--- src/rtl/fpx_pkg.sv ---
package fpx_pkg;
  localparam int EXP_W  = 8;
  localparam int MAN_W  = 23;
  localparam int WORD_W = 1 + EXP_W + MAN_W;
  localparam int FLAG_W = 5;
  localparam int OP_W   = 3;
  localparam int CAUSE_W = 3;

  localparam int FL_UNF = 0;
  localparam int FL_OVF = 1;
  localparam int FL_DVZ = 2;
  localparam int FL_INV = 3;
  localparam int FL_DEN = 4;

  localparam logic [OP_W-1:0] OP_ADD = 3'd0;
  localparam logic [OP_W-1:0] OP_SUB = 3'd1;
  localparam logic [OP_W-1:0] OP_MUL = 3'd2;
  localparam logic [OP_W-1:0] OP_DIV = 3'd3;
  localparam logic [OP_W-1:0] OP_CMP = 3'd4;

  typedef enum logic [CAUSE_W-1:0] {
    CAUSE_NONE      = 3'd0,
    CAUSE_INVALID   = 3'd1,
    CAUSE_DIVZERO   = 3'd2,
    CAUSE_DENORM    = 3'd3,
    CAUSE_OVERFLOW  = 3'd4,
    CAUSE_UNDERFLOW = 3'd5
  } cause_e;

  typedef struct packed {
    logic sign;
    logic zero;
    logic inf;
    logic qnan;
    logic snan;
    logic denorm;
  } fp_class_t;
endpackage

--- src/rtl/fpx_field_class.sv ---
module fpx_field_class
  import fpx_pkg::*;
#(
  parameter int EW = EXP_W,
  parameter int MW = MAN_W
) (
  input  logic [EW+MW:0] word_i,
  output fp_class_t      cls_o
);
  localparam int W = EW + MW + 1;

  logic [EW-1:0] exp_f;
  logic [MW-1:0] man_f;
  logic exp_max, exp_min, man_nz;

  assign exp_f   = word_i[W-2 -: EW];
  assign man_f   = word_i[MW-1:0];
  assign exp_max = &exp_f;
  assign exp_min = ~|exp_f;
  assign man_nz  = |man_f;

  always_comb begin
    cls_o        = '0;
    cls_o.sign   = word_i[W-1];
    cls_o.zero   = exp_min & ~man_nz;
    cls_o.denorm = exp_min & man_nz;
    cls_o.inf    = exp_max & ~man_nz;
    // top mantissa bit separates quiet from signaling
    cls_o.qnan   = exp_max & man_nz & man_f[MW-1];
    cls_o.snan   = exp_max & man_nz & ~man_f[MW-1];
  end
endmodule

--- src/rtl/fpx_cause_rules.sv ---
module fpx_cause_rules
  import fpx_pkg::*;
(
  input  logic [OP_W-1:0]   op_i,
  input  fp_class_t         a_i,
  input  fp_class_t         b_i,
  input  fp_class_t         r_i,
  output logic [FLAG_W-1:0] flags_o
);
  logic known_op, arith_op, combo_bad;

  assign known_op = (op_i <= OP_CMP);
  assign arith_op = (op_i <= OP_DIV);

  always_comb begin
    combo_bad = 1'b0;
    case (op_i)
      OP_ADD:  combo_bad = a_i.inf & b_i.inf & (a_i.sign ^ b_i.sign);
      OP_SUB:  combo_bad = a_i.inf & b_i.inf & ~(a_i.sign ^ b_i.sign);
      OP_MUL:  combo_bad = (a_i.zero & b_i.inf) | (a_i.inf & b_i.zero);
      OP_DIV:  combo_bad = (a_i.zero & b_i.zero) | (a_i.inf & b_i.inf);
      default: combo_bad = 1'b0;
    endcase
  end

  always_comb begin
    flags_o         = '0;
    flags_o[FL_INV] = known_op & (a_i.snan | b_i.snan | combo_bad);
    flags_o[FL_DVZ] = (op_i == OP_DIV) & b_i.zero & ~a_i.inf;
    flags_o[FL_DEN] = known_op & (a_i.denorm | b_i.denorm);
    flags_o[FL_OVF] = arith_op & (r_i.qnan | r_i.snan);
    flags_o[FL_UNF] = arith_op & r_i.denorm;
  end
endmodule

--- src/rtl/fpx_prio_enc.sv ---
module fpx_prio_enc
  import fpx_pkg::*;
(
  input  logic [FLAG_W-1:0] flags_i,
  output cause_e            cause_o,
  output logic              any_o
);
  assign any_o = |flags_i;

  always_comb begin
    if      (flags_i[FL_INV]) cause_o = CAUSE_INVALID;
    else if (flags_i[FL_DVZ]) cause_o = CAUSE_DIVZERO;
    else if (flags_i[FL_DEN]) cause_o = CAUSE_DENORM;
    else if (flags_i[FL_OVF]) cause_o = CAUSE_OVERFLOW;
    else if (flags_i[FL_UNF]) cause_o = CAUSE_UNDERFLOW;
    else                      cause_o = CAUSE_NONE;
  end
endmodule

--- src/rtl/fpx_classifier.sv ---
module fpx_classifier
  import fpx_pkg::*;
(
  input  logic               clk_i,
  input  logic               rst_ni,
  input  logic               valid_i,
  input  logic [OP_W-1:0]    op_i,
  input  logic [WORD_W-1:0]  a_i,
  input  logic [WORD_W-1:0]  b_i,
  input  logic [WORD_W-1:0]  res_i,
  output logic               req_o,
  output logic [CAUSE_W-1:0] cause_o,
  output logic [FLAG_W-1:0]  flags_o
);
  localparam int N_WORDS = 3;

  logic [N_WORDS-1:0][WORD_W-1:0] words;
  fp_class_t [N_WORDS-1:0]        cls;
  logic [FLAG_W-1:0]              raw_flags;
  cause_e                         enc_cause;
  logic                           any_cause;

  assign words = {res_i, b_i, a_i};

  for (genvar g = 0; g < N_WORDS; g++) begin : g_class
    fpx_field_class #(.EW(EXP_W), .MW(MAN_W)) u_class (
      .word_i (words[g]),
      .cls_o  (cls[g])
    );
  end

  fpx_cause_rules u_rules (
    .op_i    (op_i),
    .a_i     (cls[0]),
    .b_i     (cls[1]),
    .r_i     (cls[2]),
    .flags_o (raw_flags)
  );

  fpx_prio_enc u_enc (
    .flags_i (raw_flags),
    .cause_o (enc_cause),
    .any_o   (any_cause)
  );

  always_ff @(posedge clk_i or negedge rst_ni) begin
    if (!rst_ni) begin
      req_o   <= 1'b0;
      cause_o <= CAUSE_NONE;
      flags_o <= '0;
    end else if (valid_i) begin
      req_o   <= any_cause;
      cause_o <= enc_cause;
      flags_o <= raw_flags;
    end else begin
      req_o   <= 1'b0;
      cause_o <= CAUSE_NONE;
      flags_o <= '0;
    end
  end

  assert_req_after_valid_R2: assert property (@(posedge clk_i) disable iff (!rst_ni)
    req_o |-> $past(valid_i));
  assert_quiet_without_req_R2: assert property (@(posedge clk_i) disable iff (!rst_ni)
    !req_o |-> (flags_o == '0 && cause_o == CAUSE_NONE));
  assert_req_has_cause_R9: assert property (@(posedge clk_i) disable iff (!rst_ni)
    req_o |-> cause_o != CAUSE_NONE);
  assert_invalid_wins_R9: assert property (@(posedge clk_i) disable iff (!rst_ni)
    flags_o[FL_INV] |-> cause_o == CAUSE_INVALID);
  assert_divzero_only_div_R5: assert property (@(posedge clk_i) disable iff (!rst_ni)
    flags_o[FL_DVZ] |-> $past(op_i) == OP_DIV);
  assert_cmp_no_result_flags_R10: assert property (@(posedge clk_i) disable iff (!rst_ni)
    (flags_o[FL_OVF] | flags_o[FL_UNF]) |-> $past(op_i) <= OP_DIV);
endmodule

--- config.mk ---
export PLATFORM = sky130hd
export DESIGN_NAME = fpx_classifier
export DESIGN_NICKNAME = d
export VERILOG_FILES = /design/src/rtl/fpx_pkg.sv /design/src/rtl/fpx_field_class.sv /design/src/rtl/fpx_cause_rules.sv /design/src/rtl/fpx_prio_enc.sv /design/src/rtl/fpx_classifier.sv
export SDC_FILE = /design/constraint.sdc
export NUM_CORES = 1
export LEC_CHECK = 0
export ABC_CLOCK_PERIOD_IN_PS = 800
export CAP_MARGIN = 20
export CORE_MARGIN = 3
export CORE_UTILIZATION = 23
export CTS_CLUSTER_SIZE = 14
export DETAILED_ROUTE_END_ITERATION = 10
export PLACE_DENSITY = 0.8
export SETUP_SLACK_MARGIN = 0.4
export SKIP_CTS_REPAIR_TIMING = 1
export SLEW_MARGIN = 25
export SYNTH_ARGS = -nofsm -noshare
export SYNTH_HDL_FRONTEND = slang
export SYNTH_SLANG_ARGS = --single-unit
--- constraint.sdc ---
create_clock -name clk_i -period 0.8 [get_ports clk_i]
set_input_delay 0.16 -clock clk_i [delete_from_list [all_inputs] [get_ports clk_i]]
set_output_delay 0.16 -clock clk_i [all_outputs]
set_load 0.03 [all_outputs]
==> out/metrics.csv <==
stage;metric;value;unit
grt;antenna_found_initial;0;
floorplanning;dieWidth;62.7;um
floorplanning;core-area;2900;um^2
setup_path;cpPeakStageDelay;0.39;ns
layout;ff_latch_area;235;um^2
placement;dp_hpwl;3.44;mm
power;switching_share;27.5;%
route;routed_wl;4.49;mm
timing;setup_tns;-6.25;ns
cts;cts_buffers;3;
grt;grt_pass1_wl;6.18;mm
layout;layout_common_cells;74 x dlymetal6s2s_1, 24 x buf_4, 16 x clkbuf_2;
floorplanning;die_h;62.7;um
setup_path;crit_slowest_cell;a221o_1;
route;drt-initial-drc-count;37;
run_status;violations;negative setup slack;
power;powerDensity;596;nW/um^2
run;drv_cap;0;
timing;setup_viol;18;
timing;rsz0062_at_grt;yes;
cts;ctsRootBufferMaster;clkbuf_4;
grt;grt_max_degree;10;
layout;stdcell_area;2490;um^2
cts;cts_buffer_depth;2;
timing;fin_crit;1.56;ns
setup_path;path_delay_family;simple AND/OR/NAND/NOR gates;
run_status;status;complete, but fails checks;
grt;grt_pass1_vias;1434;
setup_path;arrival;1.76;ns
timing;finalWorstSetupSlack;-0.757;ns
synthesis;yosysSeqAreaShare;30.5;%
synthesis;yosysUniqueCellTypes;26;
route;avgViaCountPerCell;5.10;
layout;utilization;86.0;%
floorplanning;initial_utilization;25.5;%
setup_path;crit_path_start_kind;primary input;
floorplanning;rows;19;
route;post-route-drc-count;0;
layout;area_growth;237;%
cts;tritoncts;done;
timing;maxSlewHeadroom;76.4;%
cts;clk_pin_slew;0.06;ns
floorplanning;dieArea;3930;um^2
placement;gp_congestion;0.782;
layout;drive_gt1_share;45.2;%
setup_path;path_max_fanout;5;
power;p_int;1.08;mW
power;vdd_drop_max;0.362;mV
synthesis;syn_area_per_cell;8.13;um^2
setup_path;critPathKind;primary input to flip-flop;
timing;finalCritPeriodShare;195;%
power;p_switching;408;uW
setup_path;crit_chain;dlymetal6s2s_1 > nor4_2 > nand4_1 > or2_4 > a221o_1 > a21oi_4 > and4_1;
timing;worst_pin_slew;0.351;ns
route;final_antenna_net_count;0;
placement;io_buffers;109;
power;p_leak;1.53;nW
grt;gr-total-overflow;0;
placement;placed_area;2130;um^2
setup_path;cp_data_required_time;1.00;ns
layout;multi_input_area;779;um^2
layout;layout.nets;331;
layout;fillers;158;
setup_path;critical_path_buf_inv_count;1;
synthesis;yosys_warnings;0;
floorplanning;io_pins;111;
grt;grt_util_all_layers;19.2;%
timing;hold_viol_final;0;
power;clockPowerShare;24.3;%
synthesis;synthCells;91;
route;vias;1378;
route;wl_per_cell;16.6;um
timing;final_max_slew_viol_count;0;
cts;clock_sinks;9;
synthesis;syn_area;739;um^2
power;pwr-share-comb;45.0;%
layout;mostFrequentLayoutCell;dlymetal6s2s_1;
cts;htreeDepth;1;
route;drt_pre_antenna_iters;4;
min_path;hold_class;primary input to asynchronous set/reset pin;
synthesis;ys_seq_elements;9;
layout;diodes;0;
setup_path;endpoint_kind;flip-flop;
timing;max_freq;642;MHz
setup_path;crit_start;b_i[3];
synthesis;syn_nets;193;
power;pwr-share-seq;30.7;%
==> per-layer routing <==
layer	vias up	GRT usage [%]	share of wire, %
met5	-	0	0
met4	0	8.26	2.9
met3	15	3.78	5.5
met2	76	36.4	56
met1	634	20.2	36
li1	653	-	-
==> final cells by class <==
cell class / count / share of cell area, %
sequential: 9 / 9.43
timing repair buffer: 133 / 56.0
multi-input combinational: 81 / 31.2
clock buffer: 4 / 1.05
tap: 42 / 2.11
inverter: 1 / 0.150
==> logic make-up after synthesis <==
group                  synth area share, %
AND/OR/NAND/NOR                       52.5
buffers and inverters                0.507
flip-flops                            30.5
XOR/XNOR                              2.37
AO/OA/AOI/OAI                         14.2
==> power groups by stage <==
stage | combinational, mW | clock, mW | sequential [mW]
4_1_cts | 0.700 | 0.355 | 0.457
2_1_floorplan | 0.0717 | 0 | 0.467
3_5_place_dp | 0.697 | 0 | 0.465
3_3_place_gp | 0.682 | 0 | 0.465
6_report | 0.668 | 0.361 | 0.457
5_1_grt | 0.713 | 0.376 | 0.456
==> cells in the mapped netlist, drive strengths merged <==
cell type / count / area (um^2)
o21ai: 1 / 5.00
o21bai: 2 / 15.0
or2: 3 / 18.8
a221o: 1 / 10.0
nand3: 4 / 20.0
nor4: 25 / 175
inv: 1 / 3.75
a21oi: 3 / 18.8
nand4: 9 / 56.3
nand3b: 1 / 7.51
nor2: 6 / 22.5
and4: 1 / 8.76
o41ai: 1 / 8.76
nor3: 5 / 25.0
xnor2: 2 / 17.5
and2: 3 / 18.8
or3: 2 / 12.5
o2111ai: 1 / 8.76
a41oi: 1 / 8.76
dfrtp: 9 / 225
o21a: 3 / 22.5
nand2: 6 / 22.5
o211ai: 1 / 7.51
==> sequential cells by signal, indices dropped and copies added (netlist names) <==
| signal | count |
|---|---|
| flags_o | 5 |
| cause_o | 3 |
| req_o | 1 |
==> worst max path at each step <==
stage | to | slack, ns | depth (start not counted)
2_1_floorplan | cause_o[2] | -0.75 | 6
3_5_place_dp | cause_o[2] | -1.35 | 7
3_3_place_gp | cause_o[2] | -1.25 | 7
6_report | cause_o[2] | -0.76 | 7
4_1_cts | cause_o[2] | -1.06 | 7
5_1_grt | cause_o[2] | -0.82 | 8
==> metrics by stage <==
| stage | power, mW | hold WS [ns] | cells | worst slack, ns |
|---|---|---|---|---|
| final | 1.49 | 0.167 | 270 | -0.757 |
| after global routing | 1.55 | 0.181 | 270 | -0.825 |
| after CTS | 1.51 | 0.177 | 267 | -1.06 |
| after detailed placement | 1.16 | 0.448 | 263 | -1.35 |
| after global placement | 1.15 | 0.452 | 263 | -1.25 |
| after floorplan | 0.539 | -0.136 | 91 | -0.752 |
Power figures use the tool's default switching activity.
